===== config.mk =====
export PLATFORM = sky130hd
export DESIGN_NAME = skip_halt_seq
export DESIGN_NICKNAME = d
export VERILOG_FILES = /design/src/rtl/skh_pkg.sv /design/src/rtl/skh_decode.sv /design/src/rtl/skh_timer.sv /design/src/rtl/skh_ctrl.sv /design/src/rtl/skip_halt_seq.sv
export SDC_FILE = /design/constraint.sdc
export NUM_CORES = 1
export LEC_CHECK = 0
export ABC_AREA = 1
export CAP_MARGIN = 10
export CELL_PAD_IN_SITES_DETAIL_PLACEMENT = 2
export CELL_PAD_IN_SITES_GLOBAL_PLACEMENT = 2
export CORE_UTILIZATION = 36
export DETAILED_ROUTE_END_ITERATION = 10
export DONT_BUFFER_PORTS = 1
export GPL_TIMING_DRIVEN = 0
export PLACE_DENSITY = 0.8
export SYNTH_ARGS = -nofsm -noshare
export SYNTH_HDL_FRONTEND = slang
export SYNTH_SLANG_ARGS = --single-unit

===== constraint.sdc =====
create_clock -name clk_i -period 2.8 [get_ports clk_i]
set_input_delay 0 -clock clk_i [delete_from_list [all_inputs] [get_ports clk_i]]
set_output_delay 0 -clock clk_i [all_outputs]
set_load 0.05 [all_outputs]

===== src/rtl/skh_pkg.sv =====
package skh_pkg;
  localparam int unsigned BYTE_W = 8;

  typedef enum logic [2:0] {
    CLS_OTHER = 3'd0,
    CLS_NOP   = 3'd1,
    CLS_SKIP1 = 3'd2,
    CLS_SKIP2 = 3'd3,
    CLS_HALT  = 3'd4
  } cls_e;

  typedef struct packed {
    cls_e       cls;
    logic [1:0] n_opnd;
    logic [2:0] need;
    logic       idx;
  } dec_t;
endpackage


===== src/rtl/skh_decode.sv =====
module skh_decode
  import skh_pkg::*;
(
  input  logic [BYTE_W-1:0] op_i,
  output dec_t              dec_o
);
  logic is_halt;

  // low nibble 2 except 82/A2/C2/E2
  assign is_halt = (op_i[3:0] == 4'h2) && (!op_i[7] || op_i[4]);

  always_comb begin
    dec_o = '{cls: CLS_OTHER, n_opnd: 2'd0, need: 3'd1, idx: 1'b0};
    if (is_halt) begin
      dec_o.cls = CLS_HALT;
    end else begin
      case (op_i)
        8'h80, 8'h82, 8'h89, 8'hC2, 8'hE2:
          dec_o = '{cls: CLS_SKIP1, n_opnd: 2'd1, need: 3'd2, idx: 1'b0};
        8'h04, 8'h44, 8'h64:
          dec_o = '{cls: CLS_SKIP1, n_opnd: 2'd1, need: 3'd3, idx: 1'b0};
        8'h14, 8'h34, 8'h54, 8'h74, 8'hD4, 8'hF4:
          dec_o = '{cls: CLS_SKIP1, n_opnd: 2'd1, need: 3'd4, idx: 1'b0};
        8'h0C:
          dec_o = '{cls: CLS_SKIP2, n_opnd: 2'd2, need: 3'd4, idx: 1'b0};
        8'h1C, 8'h3C, 8'h5C, 8'h7C, 8'hDC, 8'hFC:
          dec_o = '{cls: CLS_SKIP2, n_opnd: 2'd2, need: 3'd4, idx: 1'b1};
        8'h1A, 8'h3A, 8'h5A, 8'h7A, 8'hDA, 8'hFA, 8'hEA:
          dec_o = '{cls: CLS_NOP, n_opnd: 2'd0, need: 3'd2, idx: 1'b0};
        default: ;
      endcase
    end
  end
endmodule


===== src/rtl/skh_timer.sv =====
module skh_timer #(
  parameter int unsigned CYC_W = 4
) (
  input  logic             clk_i,
  input  logic             rst_ni,
  input  logic             start_i,
  input  logic             run_i,
  output logic [CYC_W-1:0] nxt_o
);
  localparam logic [CYC_W-1:0] CNT_MAX = '1;

  logic [CYC_W-1:0] cnt_q;

  always_ff @(posedge clk_i or negedge rst_ni) begin
    if (!rst_ni)                        cnt_q <= '0;
    else if (start_i)                   cnt_q <= CYC_W'(1);
    else if (run_i && cnt_q != CNT_MAX) cnt_q <= cnt_q + 1'b1;
  end

  // saturating count including the current cycle
  assign nxt_o = (cnt_q == CNT_MAX) ? CNT_MAX : cnt_q + 1'b1;


  run_started_chk: assert property (@(posedge clk_i) disable iff (!rst_ni)
    run_i |-> cnt_q != '0);
endmodule


===== src/rtl/skh_ctrl.sv =====
module skh_ctrl
  import skh_pkg::*;
#(
  parameter int unsigned CYC_W = 4
) (
  input  logic              clk_i,
  input  logic              rst_ni,
  input  logic              valid_i,
  input  logic [BYTE_W-1:0] byte_i,
  input  logic              page_cross_i,
  input  dec_t              dec_i,
  input  logic [CYC_W-1:0]  nxt_i,
  output logic              ready_o,
  output logic              start_o,
  output logic              run_o,
  output logic              busy_o,
  output logic              halted_o,
  output logic              dummy_rd_o,
  output logic [2*BYTE_W-1:0] dummy_addr_o,
  output logic              done_o,
  output cls_e              done_cls_o,
  output logic [CYC_W-1:0]  done_cyc_o
);
  typedef enum logic [1:0] {ST_IDLE, ST_EXEC, ST_HALT} st_e;

  st_e               st_q;
  logic [1:0]        left_q;
  logic [2:0]        need_q;
  logic              idx_q;
  cls_e              cls_q;
  logic [BYTE_W-1:0] lo_q;

  logic       take, op_take, opd_take, last_opd, fin;
  logic [2:0] need_eff;

  assign ready_o  = (st_q == ST_IDLE) || (st_q == ST_EXEC && left_q != 2'd0);
  assign take     = valid_i && ready_o;
  assign op_take  = take && st_q == ST_IDLE;
  assign opd_take = take && st_q == ST_EXEC;
  assign last_opd = opd_take && left_q == 2'd1;
  // page crossing only counts on the final address byte of indexed forms
  assign need_eff = need_q + {2'b00, last_opd && idx_q && page_cross_i};
  assign fin      = (st_q == ST_EXEC) && (left_q == 2'd0 || last_opd)
                    && (nxt_i >= CYC_W'(need_eff));

  assign start_o  = op_take && dec_i.cls != CLS_HALT && dec_i.cls != CLS_OTHER;
  assign run_o    = st_q == ST_EXEC;
  assign busy_o   = st_q == ST_EXEC;
  assign halted_o = st_q == ST_HALT;

  always_ff @(posedge clk_i or negedge rst_ni) begin
    if (!rst_ni) begin
      st_q         <= ST_IDLE;
      left_q       <= '0;
      need_q       <= '0;
      idx_q        <= 1'b0;
      cls_q        <= CLS_OTHER;
      lo_q         <= '0;
      dummy_rd_o   <= 1'b0;
      dummy_addr_o <= '0;
      done_o       <= 1'b0;
      done_cls_o   <= CLS_OTHER;
      done_cyc_o   <= '0;
    end else begin
      done_o     <= 1'b0;
      dummy_rd_o <= 1'b0;
      case (st_q)
        ST_IDLE: if (op_take) begin
          cls_q <= dec_i.cls;
          case (dec_i.cls)
            CLS_HALT: st_q <= ST_HALT;
            CLS_OTHER: begin
              done_o     <= 1'b1;
              done_cls_o <= CLS_OTHER;
              done_cyc_o <= CYC_W'(1);
            end
            default: begin
              st_q   <= ST_EXEC;
              left_q <= dec_i.n_opnd;
              need_q <= dec_i.need;
              idx_q  <= dec_i.idx;
            end
          endcase
        end
        ST_EXEC: begin
          if (opd_take) begin
            left_q <= left_q - 2'd1;
            lo_q   <= byte_i;
          end
          if (last_opd) begin
            need_q <= need_eff;
            if (cls_q == CLS_SKIP2) begin
              dummy_rd_o   <= 1'b1;
              dummy_addr_o <= {byte_i, lo_q};
            end
          end
          if (fin) begin
            st_q       <= ST_IDLE;
            done_o     <= 1'b1;
            done_cls_o <= cls_q;
            done_cyc_o <= nxt_i;
          end
        end
        default: st_q <= ST_HALT;
      endcase
    end
  end


  halt_sticky_chk: assert property (@(posedge clk_i) disable iff (!rst_ni)
    halted_o |=> halted_o);

  halt_noready_chk: assert property (@(posedge clk_i) disable iff (!rst_ni)
    halted_o |-> !ready_o && !done_o);

  dummy_cls_chk: assert property (@(posedge clk_i) disable iff (!rst_ni)
    dummy_rd_o |-> cls_q == CLS_SKIP2);

  dummy_pulse_chk: assert property (@(posedge clk_i) disable iff (!rst_ni)
    dummy_rd_o |=> !dummy_rd_o);

  nop_min_chk: assert property (@(posedge clk_i) disable iff (!rst_ni)
    (done_o && done_cls_o == CLS_NOP) |-> done_cyc_o >= CYC_W'(2));

  skip2_min_chk: assert property (@(posedge clk_i) disable iff (!rst_ni)
    (done_o && done_cls_o == CLS_SKIP2) |-> done_cyc_o >= CYC_W'(4));

  other_done_chk: assert property (@(posedge clk_i) disable iff (!rst_ni)
    (op_take && dec_i.cls == CLS_OTHER) |=> done_o && done_cls_o == CLS_OTHER && ready_o);
endmodule


===== src/rtl/skip_halt_seq.sv =====
module skip_halt_seq
  import skh_pkg::*;
#(
  parameter int unsigned CYC_W = 4
) (
  input  logic              clk_i,
  input  logic              rst_ni,
  input  logic              byte_valid_i,
  input  logic [7:0]        byte_i,
  input  logic              page_cross_i,
  output logic              byte_ready_o,
  output logic              busy_o,
  output logic              halted_o,
  output logic              dummy_rd_o,
  output logic [15:0]       dummy_addr_o,
  output logic              done_o,
  output logic [2:0]        done_class_o,
  output logic [CYC_W-1:0]  done_cyc_o
);
  dec_t             dec;
  logic             start, run;
  logic [CYC_W-1:0] nxt;
  cls_e             done_cls;

  skh_decode u_dec (
    .op_i  (byte_i),
    .dec_o (dec)
  );

  skh_timer #(.CYC_W(CYC_W)) u_tmr (
    .clk_i   (clk_i),
    .rst_ni  (rst_ni),
    .start_i (start),
    .run_i   (run),
    .nxt_o   (nxt)
  );

  skh_ctrl #(.CYC_W(CYC_W)) u_ctrl (
    .clk_i        (clk_i),
    .rst_ni       (rst_ni),
    .valid_i      (byte_valid_i),
    .byte_i       (byte_i),
    .page_cross_i (page_cross_i),
    .dec_i        (dec),
    .nxt_i        (nxt),
    .ready_o      (byte_ready_o),
    .start_o      (start),
    .run_o        (run),
    .busy_o       (busy_o),
    .halted_o     (halted_o),
    .dummy_rd_o   (dummy_rd_o),
    .dummy_addr_o (dummy_addr_o),
    .done_o       (done_o),
    .done_cls_o   (done_cls),
    .done_cyc_o   (done_cyc_o)
  );

  assign done_class_o = done_cls;
endmodule


# Word level (Yosys, flattened, before mapping)
# Index checks and enable logic that the tools add are counted.
totals:
  register_bits: 48
  inputBits: 12
  word_cells: 132
  out_inout_bits: 28
classes:
  n_mux: 33
  n_eq_ne: 44
  n_lt_le_gt_ge: 1
  n_reduce_logical: 38
  n_bitwise: 1
  add_sub_neg: 3
op_table:
  columns: ["operator", "count"]
  rows:
  - ["== test 8 bit, second input constant", 12]
  - ["== test 8 x 7 -> 1 bit, second input constant", 8]
  - ["one-hot mux 8 bit (6 select lines)", 1]
  - ["== test 8 x 5 -> 1 bit, second input constant", 3]
  - ["== test 8 x 6 -> 1 bit, second input constant", 3]
  - ["2-to-1 mux 4 bit", 6]
  - ["2-to-1 mux 3 bit", 7]
  - ["logical AND 1 bit", 13]
  - ["one-hot mux 2 bit (2 select lines)", 3]
  - ["one-hot mux 3 bit (2 select lines)", 2]
  - ["AND reduction 4 bit", 3]
  - ["OR reduction 6 bit", 2]
  - ["2-to-1 mux 2 bit", 5]
  - ["AND reduction 3 bit", 3]
  - ["== test 8 x 3 -> 1 bit, second input constant", 1]
  - ["== test 8 x 4 -> 1 bit, second input constant", 1]
  - ["inequality test 2 x 1 -> 1 bit, second input constant", 4]
  - ["one-hot mux 4 bit (2 select lines)", 1]
  - ["OR reduction 7 bit", 1]
  - ["2-to-1 mux 1 bit", 6]
  - ["2-to-1 mux 6 bit", 1]
  - ["inequality test 2 bit, second input constant", 3]
  - ["nonzero test 2 bit", 3]
  - ["OR reduction 5 bit", 1]
  - ["22 further kinds", 27]

# Depth between registers and ports, before layout
# Gate-level depths: netlist (run 1).
logic_depth:
  depth_word: 13
  ltp_mapped: 18
  depth_no_buf: 18

# Cells and area by module
# Synthesis (run 1) repeated with hierarchy kept, for this count alone.
unflattened:
  hier_cells: 317
  area_unflattened_um2: 2508.7
by_module_without_submodules:
  columns: ["module", "cells_per_inst", "n_inst", "seq_area_each_um2", "area_per_inst_um2"]
  rows:
  - ["skh_ctrl", 227, 1, 1101.1, 2008.2]
  - ["skh_decode", 58, 1, 0.0, 252.7]
  - ["skh_timer", 32, 1, 100.1, 247.7]

# Least setup slack after synthesis (run 1)
# No wires, ideal clock.
synth_timing:
  path_type: "register to register"
  start: "register u_ctrl.left_q[0]"
  end: "register u_ctrl.done_cyc_o[0]"
  setup_time_ns: 0.118
  setup_slack_ns: 0.265
  t_arrival_ns: 2.417
  n_path_buf: 0
  required_ns: 2.682
  stages_incl_launch_ff: 18
  cell_sequence: "dfrtp_1 inv_1 ha_1 nand2_1 nand3_2 nor3_4 nand3_1 inv_1 ha_1 inv_1 ha_1 a21boi_0 o21ai_0 nand2_1 o21ai_2 nand2_4 nand2_1 nand2_1"
synth_via:
  elab_chain_cells: 13
synth_rtl:
  columns: ["element", "line_no", "text"]
  rows:
  - ["start: declaration", "skh_ctrl.sv:27", "logic [1:0] left_q;"]
  - ["start signal: assignment", "skh_ctrl.sv:79", "left_q <= dec_i.n_opnd;"]
  - ["start signal: assignment", "skh_ctrl.sv:87", "left_q <= left_q - 2'd1;"]
  - ["nonzero test 2 bit", "skh_ctrl.sv:36", "assign ready_o = (st_q == ST_IDLE) || (st_q == ST_EXEC && left_q != 2'd0);"]
  - ["logical AND 1 bit", "skh_ctrl.sv:36", null]
  - ["logical OR 1 bit", "skh_ctrl.sv:36", null]
  - ["logical AND 1 bit", "skh_ctrl.sv:37", "assign take = valid_i && ready_o;"]
  - ["logical AND 1 bit", "skh_ctrl.sv:39", "assign opd_take = take && st_q == ST_EXEC;"]
  - ["logical AND 1 bit", "skh_ctrl.sv:40", "assign last_opd = opd_take && left_q == 2'd1;"]
  - ["logical AND 1 bit (2 in series)", "skh_ctrl.sv:42", "assign need_eff = need_q + {2'b00, last_opd && idx_q && page_cross_i};"]
  - ["adder 3 x 1 -> 3 bit", "skh_ctrl.sv:42", null]
  - ["greater-or-equal comparator 4 x 3 -> 1 bit", "skh_ctrl.sv:44", "&& (nxt_i >= CYC_W'(need_eff));"]
  - ["logical AND 1 bit", "skh_ctrl.sv:44", null]
  - ["inequality test 2 x 1 -> 1 bit (no line)", null, null]
  - ["AND reduction 4 bit (no line) (*)", null, null]
  - ["end signal: assignment", "skh_ctrl.sv:101", "done_cyc_o <= nxt_i;"]
  - ["end: declaration", "skh_ctrl.sv:22", "output logic [CYC_W-1:0] done_cyc_o"]
# Every way passes the cells marked *; elsewhere a longest branch is shown, timed or not.
# A chain may end at the register's enable or synchronous reset.

# Final worst setup path (run 1)
layout_timing:
  start: "register u_ctrl.left_q[0]"
  end: "register u_ctrl.done_cls_o[2]"
layout_via:
  elab_chain_cells: 13
layout_rtl:
  columns: ["element", "line_no", "text"]
  rows:
  - ["nonzero test 2 bit", "skh_ctrl.sv:36", null]
  - ["logical AND 1 bit", "skh_ctrl.sv:36", null]
  - ["logical OR 1 bit", "skh_ctrl.sv:36", null]
  - ["logical AND 1 bit", "skh_ctrl.sv:37", null]
  - ["logical AND 1 bit", "skh_ctrl.sv:39", null]
  - ["logical AND 1 bit", "skh_ctrl.sv:40", null]
  - ["logical AND 1 bit (2 in series)", "skh_ctrl.sv:42", null]
  - ["adder 3 x 1 -> 3 bit", "skh_ctrl.sv:42", null]
  - ["greater-or-equal comparator 4 x 3 -> 1 bit", "skh_ctrl.sv:44", null]
  - ["logical AND 1 bit", "skh_ctrl.sv:44", null]
  - ["inequality test 2 x 1 -> 1 bit (no line)", null, null]
  - ["AND reduction 4 bit (no line) (*)", null, null]
  - ["end signal: assignment", "skh_ctrl.sv:100", "done_cls_o <= cls_q;"]
  - ["end: declaration", "skh_ctrl.sv:21", "output cls_e done_cls_o,"]
# Marked as above.

==> insert_results.sql, run 1 <==
INSERT INTO impl_metrics (metric_group, metric, value, unit) VALUES
('run_status', 'status', 'complete, no violations', ''),
('synth', 'synth_sequential_area_ratio', '0.484', ''),
('timing', 'final_max_slew_viol_count', '0', ''),
('placement', 'port-buffer-count', '0', ''),
('routing', 'drc_markers', '0', ''),
('synth', 'synth_warnings', '0', ''),
('critical_path', 'worst-setup-path-type', 'reg -> reg', ''),
('timing', 'timing.final.crit_share', '0.961', ''),
('die', 'die_width', '85.0', 'um'),
('routing', 'drt_iter0_drc', '91', ''),
('synth', 'ys_dominant_reg_cell', 'sky130_fd_sc_hd__dfrtp_1', ''),
('cts', 'clockBufferDepth', '2', ''),
('critical_path', 'critical_path_required', '3010', 'ps'),
('synth', 'netlist_top_cells_count', 'sky130_fd_sc_hd__nand2_1, sky130_fd_sc_hd__dfrtp_1, sky130_fd_sc_hd__inv_1, sky130_fd_sc_hd__o21ai_0, sky130_fd_sc_hd__nor2_1', ''),
('die', 'floorplan.initialDensity', '0.382', ''),
('pwr', 'power.net_switching', '0.000325', 'W'),
('min_path', 'timing.hold.worst.class', 'in -> reg', ''),
('cts', 'tritoncts.num_buffers', '5', ''),
('pwr', 'combPwrFrac', '0.052', ''),
('die', 'floorplan.die_area', '0.00723', 'mm2'),
('timing', 'relSlewSlack', '0.317', ''),
('cts', 'worst_skew_pair.late_latency', '320', 'ps'),
('pwr', 'power.share.clock', '0.419', ''),
('timing', 'setup-violations-final', '0', ''),
('critical_path', 'path_max_fanout', '8', ''),
('timing', 'fin_crit', '2690', 'ps'),
('synth', 'synth_area_leaders', 'sky130_fd_sc_hd__dfrtp_1, sky130_fd_sc_hd__nand2_1, sky130_fd_sc_hd__o21ai_0', ''),
('final_layout', 'layout-area-overhead-vs-synth', '21.2', '%'),
('grt', 'first_pass_grt_wire_length', '13500', 'um'),
('grt', 'gr-total-overflow', '0', ''),
('cts', 'cts-htree-levels', '2', ''),
('final_layout', 'fillers', '749', ''),
('cts', 'clkSinkCount', '48', ''),
('critical_path', 'timing.critical_path.from_type', 'flip-flop', ''),
('routing', 'avgViaCountPerCell', '5.33', ''),
('die', 'floorplan.die.height', '85.0', 'um'),
('synth', 'synth_top_area_share', '0.484', ''),
('synth', 'post_synth_num_cell_types', '26', ''),
('synth', 'synth_edf_count', '0', ''),
('pwr', 'power_per_standard_cell_area', '436', 'mW/mm2'),
('timing', 'maxClockFrequency', '0.371', 'GHz'),
('final_layout', 'final_nets', '363', ''),
('cts', 'cts_root_buffer', 'sky130_fd_sc_hd__clkbuf_8', ''),
('routing', 'wl_per_cell', '20.4', 'um'),
('cts', 'tritoncts', 'built', ''),
('placement', 'gpl.final_weighted_congestion', '0.746', ''),
('cts', 'clk_pin_slew_worst_paths', '100', 'ps'),
('routing', 'vias', '2251', ''),
('pwr', 'internal-power', '0.000986', 'W'),
('min_path', 'hold_path_depth', '4', ''),
('grt', 'maximum_number_of_pins_on_one_net_before_global_route_repair', '49', ''),
('grt', 'groute.usage.overall', '0.246', ''),
('placement', 'place.detailed.hpwl', '5180', 'um'),
('routing', 'final_antenna_net_count', '0', ''),
('synth', 'synth.cell_area', '0.00248', 'mm2'),
('synth', 'ys_ff_latch', '48', ''),
('pwr', 'worst_ir_drop_vdd', '0.200', 'mV'),
('synth', 'instance_count_of_the_mapped_netlist', '318', ''),
('timing', 'hold_slack', '44.7', 'ps'),
('synth', 'ys_async_sr_fraction', '1.00', ''),
('routing', 'detail_route.wirelength', '8600', 'um'),
('timing', 'worst-slew-pin-transition', '1030', 'ps'),
('pwr', 'power.leakage', '1.54', 'nW'),
('final_layout', 'insertedDiodeCount', '0', ''),
('timing', 'timing_hold_violations_final', '0', ''),
('synth', 'synthesis.area_per_instance', '7.80', 'um2'),
('grt', 'first_global_vias', '2427', ''),
('final_layout', 'layout.area.seq', '0.00120', 'mm2'),
('synth', 'post-synth-top-count-cell', 'sky130_fd_sc_hd__nand2_1', ''),
('placement', 'placed_cells', '395', ''),
('final_layout', 'multiInputGateArea', '0.00120', 'mm2');
-- cell usage in the layout (no fill, tap or decap), types with 4 or more instances in the layout --
| master | n |
|---|---|
| sky130_fd_sc_hd__dfrtp_1 | 48 |
| sky130_fd_sc_hd__o21ai_0 | 30 |
| sky130_fd_sc_hd__a21oi_1 | 4 |
| sky130_fd_sc_hd__buf_4 | 6 |
| sky130_fd_sc_hd__clkbuf_8 | 5 |
| sky130_fd_sc_hd__nand2_1 | 96 |
| sky130_fd_sc_hd__nand4_1 | 4 |
| sky130_fd_sc_hd__inv_1 | 31 |
| sky130_fd_sc_hd__nor2_2 | 4 |
| sky130_fd_sc_hd__o21ai_1 | 7 |
| sky130_fd_sc_hd__nand2_2 | 12 |
| sky130_fd_sc_hd__nor2_1 | 27 |
| sky130_fd_sc_hd__nand3_1 | 15 |
| sky130_fd_sc_hd__inv_2 | 11 |
| sky130_fd_sc_hd__ha_4 | 5 |
| sky130_fd_sc_hd__dlygate4sd3_1 | 10 |
-- through the flow --
| step | util | worst slack (ps) | instance area, um2 | TNS [ps] | power, W |
|---|---|---|---|---|---|
| floorplan | - | 265 | 2480 | 0 | 0.000732 |
| global placement | 0.397 | -235 | 2580 | -1790 | 0.000738 |
| detailed placement | 0.397 | -357 | 2580 | -2870 | 0.000739 |
| CTS | 0.446 | 6.06 | 2900 | 0 | 0.00131 |
| global route | 0.463 | -61.3 | 3010 | -370 | 0.00135 |
| finish | 0.463 | 108 | 3010 | 0 | 0.00131 |
-- critical path, stage by stage, from the launching register on --
cell	delay, ps
sky130_fd_sc_hd__dfrtp_1	390
sky130_fd_sc_hd__inv_2	60
sky130_fd_sc_hd__ha_4	170
sky130_fd_sc_hd__nand2_2	90
sky130_fd_sc_hd__nand3_4	80
sky130_fd_sc_hd__nor3_4	170
sky130_fd_sc_hd__nand3_2	130
sky130_fd_sc_hd__buf_4	150
sky130_fd_sc_hd__nand2_1	120
sky130_fd_sc_hd__inv_2	70
sky130_fd_sc_hd__ha_4	220
sky130_fd_sc_hd__inv_1	70
sky130_fd_sc_hd__a21boi_2	60
sky130_fd_sc_hd__o21ai_2	160
sky130_fd_sc_hd__nand2_2	80
sky130_fd_sc_hd__o21ai_4	260
sky130_fd_sc_hd__nand2_4	150
sky130_fd_sc_hd__nand2_2	90
sky130_fd_sc_hd__nand2_1	50
-- registers in the layout, summed over array words and instances, names as in the netlist --
name and count:
u_ctrl.done_cyc_o 4, u_ctrl.cls_q 3, u_ctrl.done_o 1, u_ctrl.need_q 3, u_ctrl.dummy_addr_o 16, u_ctrl.st_q 2, u_ctrl.lo_q 8, u_tmr.cnt_q 4
u_ctrl.done_cls_o 3, u_ctrl.idx_q 1, u_ctrl.left_q 2, u_ctrl.dummy_rd_o 1
-- power groups by stage --
stage	Sequential (W)	Clock, W	Combinational (W)
after global placement	0.000707	0	0.0000313
after detailed placement	0.000706	0	0.0000326
after global routing	0.000693	0.000577	0.0000764
after floorplan	0.000707	0	0.0000253
after CTS	0.000693	0.000547	0.0000680
final	0.000693	0.000549	0.0000687
-- per-layer routing --
metal,vias to the layer above,part of all wire,global-route usage
li1,1049,-,-
met2,41,0.51,0.433
met1,1146,0.44,0.308
met3,15,0.025,0.0399
met5,-,0,0
met4,0,0.026,0.0801
-- final cells by class --
cell class	instances	area share
buffer	5	0.00998
timing repair buffer	19	0.0678
tap	77	0.0320
clock buffer	5	0.0229
multi-input combinational	223	0.400
inverter	42	0.0524
clock inverter	3	0.0158
sequential	48	0.399
-- path summary, 6_finish.rpt --
check / endpoint / slack [ps] / start
hold / removal: u_ctrl.idx_q$_DFFE_PN0P_ / 40 / byte_i[4]
max in group asynchronous: u_tmr.cnt_q[2]$_DFFE_PN0P_ / 2380 / rst_ni
setup reg to reg: u_ctrl.done_cls_o[2]$_DFFE_PN0P_ / 110 / u_ctrl.left_q[0]$_DFFE_PN0P_
min in group asynchronous: u_ctrl.dummy_addr_o[9]$_DFFE_PN0P_ / 200 / rst_ni
setup / recovery: u_ctrl.done_cls_o[2]$_DFFE_PN0P_ / 110 / u_ctrl.left_q[0]$_DFFE_PN0P_
hold reg to reg: u_ctrl.need_q[2]$_DFFE_PN0P_ / 530 / u_ctrl.need_q[2]$_DFFE_PN0P_
-- cells by family (layout without fill, tap and decap cells) --
group / after synthesis / after routing / synth area share
compound gates: 44 / 44 / 0.0913
simple gates: 169 / 169 / 0.303
buf+inv: 47 / 74 / 0.0756
xor+xnor: 3 / 3 / 0.0106
flops: 48 / 48 / 0.484
fa+ha+maj: 7 / 7 / 0.0353
-- timing repair --
item,CTS,global route
hold endpoints to repair,66,0
endpoints found under the setup margin,9,9
hold buffers,11,0
pin swaps,5,11
resized for setup,6,23
setup buffers,5,4
(Power assumes the default switching activity.)
==> run 2, diff against run 1 <==
--- a/config.mk
+++ b/config.mk
@@ -5,11 +5,10 @@
 export SDC_FILE = /design/constraint.sdc
 export NUM_CORES = 1
 export LEC_CHECK = 0
-export ABC_AREA = 1
 export CAP_MARGIN = 10
 export CELL_PAD_IN_SITES_DETAIL_PLACEMENT = 2
 export CELL_PAD_IN_SITES_GLOBAL_PLACEMENT = 2
-export CORE_UTILIZATION = 36
+export CORE_UTILIZATION = 41
 export DETAILED_ROUTE_END_ITERATION = 10
 export DONT_BUFFER_PORTS = 1
 export GPL_TIMING_DRIVEN = 0
==> insert_results.sql, run 2 <==
INSERT INTO impl_metrics (metric_group, metric, value, unit) VALUES
('run_status', 'status', 'finished, violations left', ''),
('run_status', 'failed_checks', 'setup timing', ''),
('die', 'floorplan.die_area', '0.00623', 'mm2'),
('routing', 'firstDrtPassIters', '4', ''),
('routing', 'drc_markers', '0', ''),
('timing', 'timing.final.crit_share', '1.04', ''),
('critical_path', 'critical-path-slowest-cell', 'sky130_fd_sc_hd__dfrtp_1', ''),
('die', 'top_level_ports', '40', ''),
('timing', 'timing_hold_violations_final', '0', ''),
('synth', 'instance_count_of_the_mapped_netlist', '207', ''),
('final_layout', 'layout_common_cells', 'sky130_fd_sc_hd__dfrtp_1, sky130_fd_sc_hd__mux2_2, sky130_fd_sc_hd__nor2_1, sky130_fd_sc_hd__buf_4, sky130_fd_sc_hd__dlygate4sd3_1', ''),
('routing', 'vias', '1811', ''),
('placement', 'place.detailed.hpwl', '4480', 'um'),
('grt', 'maximum_number_of_pins_on_one_net_before_global_route_repair', '49', ''),
('critical_path', 'maximum_single_stage_delay_on_the_critical_path', '380', 'ps'),
('synth', 'syn-num-nets', '226', ''),
('critical_path', 'timing.critical_path.from_type', 'flip-flop', ''),
('synth', 'ys_ff_latch', '48', ''),
('synth', 'synth_area_leaders', 'sky130_fd_sc_hd__dfrtp_1, sky130_fd_sc_hd__mux2_2, sky130_fd_sc_hd__ha_1', ''),
('final_layout', 'insertedDiodeCount', '0', ''),
('synth', 'post-synth-top-count-cell', 'sky130_fd_sc_hd__dfrtp_1', ''),
('routing', 'final_antenna_net_count', '0', ''),
('critical_path', 'worst-endpoint-arrival', '3100', 'ps'),
('critical_path', 'path_max_fanout', '6', ''),
('timing', 'worst-slew-pin-transition', '930', 'ps'),
('cts', 'clkSinkCount', '48', ''),
('grt', 'first_pass_grt_wire_length', '10600', 'um'),
('timing', 'grt_setup_unrepaired', 'yes', ''),
('critical_path', 'crit_path_cell_trace', 'inv_2 > ha_4 > nand2_4 > nor4_4 > and2_4 > ha_4 > inv_2 > ha_1 > a21o_4 > a211oi_4 > o32a_4 > mux2_4', ''),
('cts', 'cts-htree-levels', '2', ''),
('critical_path', 'critical_path_required', '3000', 'ps'),
('final_layout', 'layout-area-overhead-vs-synth', '19.2', '%'),
('cts', 'cts_root_buffer', 'sky130_fd_sc_hd__clkbuf_8', ''),
('final_layout', 'layout_top_registers', 'u_ctrl.dummy_addr_o x16, u_ctrl.lo_q x8', ''),
('timing', 'maxClockFrequency', '0.345', 'GHz'),
('synth', 'synth.cell_area', '0.00242', 'mm2'),
('final_layout', 'max_flop_register', 'u_ctrl.dummy_addr_o', ''),
('final_layout', 'largest_register_ffs', '16', ''),
('final_layout', 'drive_gt1_frac', '0.335', ''),
('synth', 'ys_async_sr_fraction', '1.00', ''),
('timing', 'fin_crit', '2900', 'ps'),
('grt', 'groute.usage.overall', '0.228', ''),
('critical_path', 'critPathCaptureType', 'flip-flop', ''),
('critical_path', 'setup.reg_to_reg.worst_slack', '-100', 'ps'),
('timing', 'hold_slack', '10.4', 'ps'),
('placement', 'port-buffer-count', '0', ''),
('synth', 'netlist_top_cells_count', 'sky130_fd_sc_hd__dfrtp_1, sky130_fd_sc_hd__mux2_2, sky130_fd_sc_hd__nor2_1, sky130_fd_sc_hd__a21oi_1, sky130_fd_sc_hd__nand2_1', ''),
('placement', 'placed_cells', '279', ''),
('synth', 'ys_dominant_reg_cell', 'sky130_fd_sc_hd__dfrtp_1', ''),
('synth', 'synthesis.area_per_instance', '11.7', 'um2'),
('cts', 'tritoncts', 'built', ''),
('final_layout', 'final_common_cell', 'sky130_fd_sc_hd__dfrtp_1', ''),
('timing', 'setup-violations-final', '4', ''),
('timing', 'clock-skew-final', '8.05', 'ps'),
('routing', 'drt_iter0_drc', '58', ''),
('synth', 'post_synth_num_cell_types', '49', ''),
('pwr', 'worst_ir_drop_vdd', '0.344', 'mV'),
('critical_path', 'worst-setup-path-type', 'reg -> reg', ''),
('die', 'core_region_area', '0.00561', 'mm2'),
('pwr', 'power.leakage', '1.31', 'nW'),
('run', 'cap_violations', '0', ''),
('synth', 'synth_top_area_share', '0.495', ''),
('cts', 'worst_skew_pair.late_latency', '310', 'ps'),
('cts', 'clk_pin_slew_worst_paths', '90', 'ps'),
('cts', 'clockBufferDepth', '2', ''),
('grt', 'gr-total-overflow', '0', ''),
('pwr', 'power_per_standard_cell_area', '810', 'mW/mm2'),
('synth', 'synthDominantAreaCellType', 'sky130_fd_sc_hd__dfrtp_1', ''),
('final_layout', 'final_nets', '252', ''),
('die', 'num_rows', '27', ''),
('routing', 'avgViaCountPerCell', '5.94', ''),
('timing', 'final_max_slew_viol_count', '0', ''),
('min_path', 'timing.hold.worst.class', 'in -> reg', ''),
('synth', 'synth_edf_count', '0', ''),
('cts', 'tritoncts.num_buffers', '5', ''),
('final_layout', 'finish.cell_count_without_fillers', '305', ''),
('timing', 'final_critical_path_setup_slack', '-99.6', 'ps'),
('synth', 'synth_sequential_area_ratio', '0.495', ''),
('synth', 'synth_warnings', '0', ''),
('die', 'floorplan.initialDensity', '0.432', ''),
('die', 'die_width', '78.9', 'um'),
('timing', 'setup_tns', '-137', 'ps'),
('routing', 'wl_per_cell', '22.9', 'um'),
('grt', 'number_of_antenna_violations_at_the_first_check_in_global_routing', '0', ''),
('timing', 'relSlewSlack', '0.378', ''),
('routing', 'detail_route.wirelength', '6990', 'um'),
('die', 'floorplan.die.height', '78.9', 'um'),
('placement', 'gpl.final_weighted_congestion', '0.799', ''),
('grt', 'first_global_vias', '2081', '');
==> run 2: changes by cell type after synthesis, sizes merged, moves of 5 or more <==
cell    delta
nand3     -12
nor2      -17
nand2b     +8
a22o       +6
a21oi      +5
mux2      +28
nand2    -100
inv       -34
o21ai     -35
==> run 2: stage by stage <==
step	util	cell area [um2]	power, W	setup slack (ps)
floorplan	-	2450	0.00145	-1.18
global placement	0.454	2540	0.00155	-257
detailed placement	0.454	2540	0.00160	-353
CTS	0.504	2820	0.00226	-126
global route	0.516	2890	0.00247	-196
finish	0.516	2890	0.00234	-99.6
==> run 2: cell families after synthesis <==
| family | count (synthesis) | synth area share |
|---|---|---|
| flops | 48 | 0.495 |
| fa+ha+maj | 7 | 0.0361 |
| xor+xnor | 3 | 0.0108 |
| simple gates | 62 | 0.144 |
| mux | 32 | 0.148 |
| compound gates | 41 | 0.135 |
| buf+inv | 14 | 0.0299 |
==> run 2: cell type report <==
| cell class | count | area, um2 |
|---|---|---|
| plain buffers | 3 | 28.8 |
| fillers | 588 | 2720 |
| well taps | 72 | 90.1 |
| clock inverters | 2 | 12.5 |
| inverters | 9 | 33.8 |
| multi-input cells | 145 | 1250 |
| flip-flops and latches | 48 | 1200 |
| clock buffers | 5 | 68.8 |
| repair buffers | 21 | 200 |
==> run 2: what timing repair did <==
item	4_1_cts	5_1_grt
pin swaps	15	9
setup buffers	5	7
hold buffers	10	0
endpoints found under the hold margin	63	0
endpoints found under the setup margin	17	14
gates resized for setup	13	7
==> run 2: final timing paths <==
| kind | from | endpoint | depth (start not counted) |
|---|---|---|---|
| max | u_ctrl.left_q[1]$_DFFE_PN0P_ | u_ctrl.done_cyc_o[0]$_DFFE_PN0P_ | 12 |
| min | byte_i[4] | u_ctrl.dummy_addr_o[12]$_DFFE_PN0P_ | 2 |
| min reg2reg | u_ctrl.lo_q[2]$_DFFE_PN0P_ | u_ctrl.lo_q[2]$_DFFE_PN0P_ | 1 |
| max reg2reg | u_ctrl.left_q[1]$_DFFE_PN0P_ | u_ctrl.done_cyc_o[0]$_DFFE_PN0P_ | 12 |
| max in group asynchronous | rst_ni | u_ctrl.left_q[1]$_DFFE_PN0P_ | 2 |
| min in group asynchronous | rst_ni | u_tmr.cnt_q[2]$_DFFE_PN0P_ | 2 |
==> run 2: per-layer routing <==
| metal | vias to the layer above | routed length [um] | global-route usage |
|---|---|---|---|
| li1 | 807 | - | - |
| met1 | 941 | 2580 | 0.244 |
| met2 | 51 | 3950 | 0.434 |
| met3 | 12 | 325 | 0.0586 |
| met4 | 0 | 137 | 0.0691 |
| met5 | - | 0 | 0 |
==> run 2: worst max-delay path: cells and delay by family, from the launching register on <==
kind	cells	cell delay, ps
and+or+nand+nor	3	580
muxes	1	300
DFF	1	380
adders and majority gates	3	620
buffers and inverters	2	180
AOI/OAI and AO/OA	3	740
==> run 2: power by group <==
| part | switching (W) | leakage [nW] | internal [W] |
|---|---|---|---|
| Clock | 0.000235 | 0.0400 | 0.000169 |
| Sequential | 0.000152 | 0.633 | 0.000828 |
| Combinational | 0.000508 | 0.641 | 0.000451 |
| Total | 0.000895 | 1.31 | 0.00145 |
==> run 3, diff against run 2 <==
--- a/config.mk
+++ b/config.mk
@@ -8,11 +8,11 @@
 export CAP_MARGIN = 10
 export CELL_PAD_IN_SITES_DETAIL_PLACEMENT = 2
 export CELL_PAD_IN_SITES_GLOBAL_PLACEMENT = 2
-export CORE_UTILIZATION = 41
+export CORE_UTILIZATION = 44
 export DETAILED_ROUTE_END_ITERATION = 10
 export DONT_BUFFER_PORTS = 1
 export GPL_TIMING_DRIVEN = 0
-export PLACE_DENSITY = 0.8
+export PLACE_DENSITY = 0.85
 export SYNTH_ARGS = -nofsm -noshare
 export SYNTH_HDL_FRONTEND = slang
 export SYNTH_SLANG_ARGS = --single-unit
==> constraint.sdc (replaced) <==
create_clock -name clk_i -period 3.5 [get_ports clk_i]
set_input_delay 0 -clock clk_i [delete_from_list [all_inputs] [get_ports clk_i]]
set_output_delay 0 -clock clk_i [all_outputs]
set_load 0.05 [all_outputs]
==> insert_results.sql, run 3 (same netlist as run 2, synthesis figures left out) <==
INSERT INTO impl_metrics (metric_group, metric, value, unit) VALUES
('run_status', 'status', 'complete, no violations', ''),
('placement', 'placement.setup.worst_slack', '-62.0', 'ps'),
('critical_path', 'critical_path_required', '3700', 'ps'),
('final_layout', 'multiInputGateArea', '0.00116', 'mm2'),
('routing', 'avgViaCountPerCell', '6.02', ''),
('cts', 'clockBufferDepth', '2', ''),
('routing', 'detail_route.wirelength', '7310', 'um'),
('final_layout', 'final_nets', '243', ''),
('grt', 'gr-total-overflow', '0', ''),
('timing', 'setup_tns', '0', 'ps'),
('placement', 'place.detailed.hpwl', '4650', 'um'),
('final_layout', 'fillers', '518', ''),
('final_layout', 'layout-area-overhead-vs-synth', '13.5', '%'),
('placement', 'gpl.final_weighted_congestion', '0.838', ''),
('timing', 'grt_setup_unrepaired', 'no', ''),
('timing', 'fin_crit', '3350', 'ps'),
('critical_path', 'path_max_fanout', '10', ''),
('die', 'core_region_area', '0.00520', 'mm2'),
('pwr', 'worst_ir_drop_vdd', '0.315', 'mV'),
('grt', 'first_pass_grt_wire_length', '11900', 'um'),
('die', 'num_rows', '26', ''),
('final_layout', 'layout.area.seq', '0.00120', 'mm2'),
('final_layout', 'drive_gt1_frac', '0.253', ''),
('timing', 'final_critical_path_setup_slack', '151', 'ps'),
('pwr', 'power_per_standard_cell_area', '628', 'mW/mm2'),
('cts', 'tritoncts', 'built', ''),
('routing', 'drc_markers', '0', ''),
('final_layout', 'largest_register_ffs', '16', ''),
('timing', 'relSlewSlack', '0.239', ''),
('grt', 'number_of_antenna_violations_at_the_first_check_in_global_routing', '0', ''),
('timing', 'final_max_slew_viol_count', '0', ''),
('pwr', 'power.leakage', '1.27', 'nW'),
('final_layout', 'layout_top_registers', 'u_ctrl.dummy_addr_o x16, u_ctrl.lo_q x8', ''),
('cts', 'cts_root_buffer', 'sky130_fd_sc_hd__clkbuf_8', ''),
('critical_path', 'critPathCaptureType', 'flip-flop', ''),
('routing', 'wl_per_cell', '24.8', 'um'),
('cts', 'tritoncts.num_buffers', '5', ''),
('die', 'floorplan.die.height', '76.2', 'um'),
('routing', 'vias', '1775', ''),
('placement', 'port-buffer-count', '0', ''),
('routing', 'firstDrtPassIters', '4', ''),
('final_layout', 'layout_common_cells', 'sky130_fd_sc_hd__dfrtp_1, sky130_fd_sc_hd__mux2_2, sky130_fd_sc_hd__nor2_1', ''),
('final_layout', 'insertedDiodeCount', '0', ''),
('timing', 'worst-slew-pin-transition', '1140', 'ps'),
('run', 'cap_violations', '0', ''),
('final_layout', 'finish.cell_count_without_fillers', '295', ''),
('critical_path', 'worst-endpoint-arrival', '3550', 'ps'),
('grt', 'maximum_number_of_pins_on_one_net_before_global_route_repair', '49', ''),
('pwr', 'post-layout-total-power', '0.00173', 'W'),
('grt', 'groute.usage.overall', '0.275', ''),
('cts', 'cts-htree-levels', '2', ''),
('timing', 'timing.final.crit_share', '0.957', ''),
('final_layout', 'max_flop_register', 'u_ctrl.dummy_addr_o', ''),
('timing', 'maxClockFrequency', '0.299', 'GHz'),
('timing', 'setup-violations-final', '0', ''),
('die', 'die_width', '76.2', 'um'),
('cts', 'clkSinkCount', '48', ''),
('routing', 'final_antenna_net_count', '0', ''),
('cts', 'cts_setup_buffers', '0', ''),
('critical_path', 'worst-setup-path-type', 'reg -> reg', ''),
('final_layout', 'final_core_util', '0.529', ''),
('timing', 'timing_hold_violations_final', '0', ''),
('die', 'floorplan.initialDensity', '0.466', ''),
('cts', 'clk_pin_slew_worst_paths', '100', 'ps'),
('cts', 'worst_skew_pair.late_latency', '320', 'ps'),
('placement', 'placed_cells', '277', ''),
('timing', 'clock-skew-final', '16.6', 'ps'),
('min_path', 'timing.hold.worst.class', 'in -> reg', ''),
('routing', 'drt_iter0_drc', '77', ''),
('grt', 'first_global_vias', '2127', ''),
('die', 'floorplan.die_area', '0.00581', 'mm2'),
('die', 'top_level_ports', '40', ''),
('critical_path', 'timing.critical_path.from_type', 'flip-flop', ''),
('final_layout', 'final_common_cell', 'sky130_fd_sc_hd__dfrtp_1', '');
run 3: changes by cell type in the layout (fill, tap and decap cells not counted), moves of 2 or more:
cell                    previous run  this run
sky130_fd_sc_hd__buf_4            13         2
sky130_fd_sc_hd__ha_4              3         0
sky130_fd_sc_hd__inv_1             6         8
sky130_fd_sc_hd__buf_2             0         2
sky130_fd_sc_hd__ha_1              4         7
sky130_fd_sc_hd__inv_2             2         0
run 3: worst paths after layout:
check | depth (start not counted) | startpoint | to | slack [ps]
setup / recovery | 12 | u_ctrl.st_q[1]$_DFFE_PN0P_ | u_ctrl.done_cyc_o[0]$_DFFE_PN0P_ | 150
hold / removal | 3 | byte_valid_i | u_ctrl.left_q[0]$_DFFE_PN0P_ | 30
setup reg to reg | 12 | u_ctrl.st_q[1]$_DFFE_PN0P_ | u_ctrl.done_cyc_o[0]$_DFFE_PN0P_ | 150
hold reg to reg | 1 | u_ctrl.lo_q[7]$_DFFE_PN0P_ | u_ctrl.lo_q[7]$_DFFE_PN0P_ | 510
max in group asynchronous | 2 | rst_ni | u_ctrl.dummy_addr_o[14]$_DFFE_PN0P_ | 3080
min in group asynchronous | 2 | rst_ni | u_ctrl.st_q[1]$_DFFE_PN0P_ | 170
run 3: layer usage:
metal  part of all wire  GRT usage
met3              0.048     0.0766
met5                  0          0
met2               0.54      0.502
met4              0.031      0.127
met1               0.38      0.292
run 3: cell type report:
type / instances / share of cell area
Buffer: 5 / 0.0141
Clock buffer: 6 / 0.0264
Clock inverter: 2 / 0.0127
Inverter: 9 / 0.0123
Multi-Input combinational cell: 145 / 0.423
Sequential cell: 48 / 0.437
Tap cell: 70 / 0.0318
Timing Repair Buffer: 10 / 0.0427
run 3: power by group:
part / total (W) / internal (W) / switching, W
logic: 0.000532 / 0.000225 / 0.000307
clock network: 0.000422 / 0.000213 / 0.000210
registers: 0.000775 / 0.000662 / 0.000114
total: 0.00173 / 0.00110 / 0.000630
run 3: timing repair:
item	4_1_cts	5_1_grt
setup endpoints to repair	7	1
gates resized for setup	2	0
endpoints found under the hold margin	63	0
hold buffers	10	0
pin swaps	0	1
run 3: through the flow:
stage | hold slack, ps | instance area (um2)
floorplan | -296 | 2420
CTS | 26.0 | 2750
finish | 26.6 | 2750
global placement | -294 | 2510
global route | 37.0 | 2750
detailed placement | -294 | 2510
run 3: worst max-delay path, cell delays in order, from the launching register on:
cell	delay, ps
sky130_fd_sc_hd__dfrtp_1	380
sky130_fd_sc_hd__buf_2	160
sky130_fd_sc_hd__or2b_2	320
sky130_fd_sc_hd__buf_2	210
sky130_fd_sc_hd__nor4_4	250
sky130_fd_sc_hd__and2_1	250
sky130_fd_sc_hd__ha_1	280
sky130_fd_sc_hd__inv_1	70
sky130_fd_sc_hd__ha_1	220
sky130_fd_sc_hd__a21o_2	190
sky130_fd_sc_hd__a211oi_2	310
sky130_fd_sc_hd__o32a_4	280
sky130_fd_sc_hd__mux2_4	300
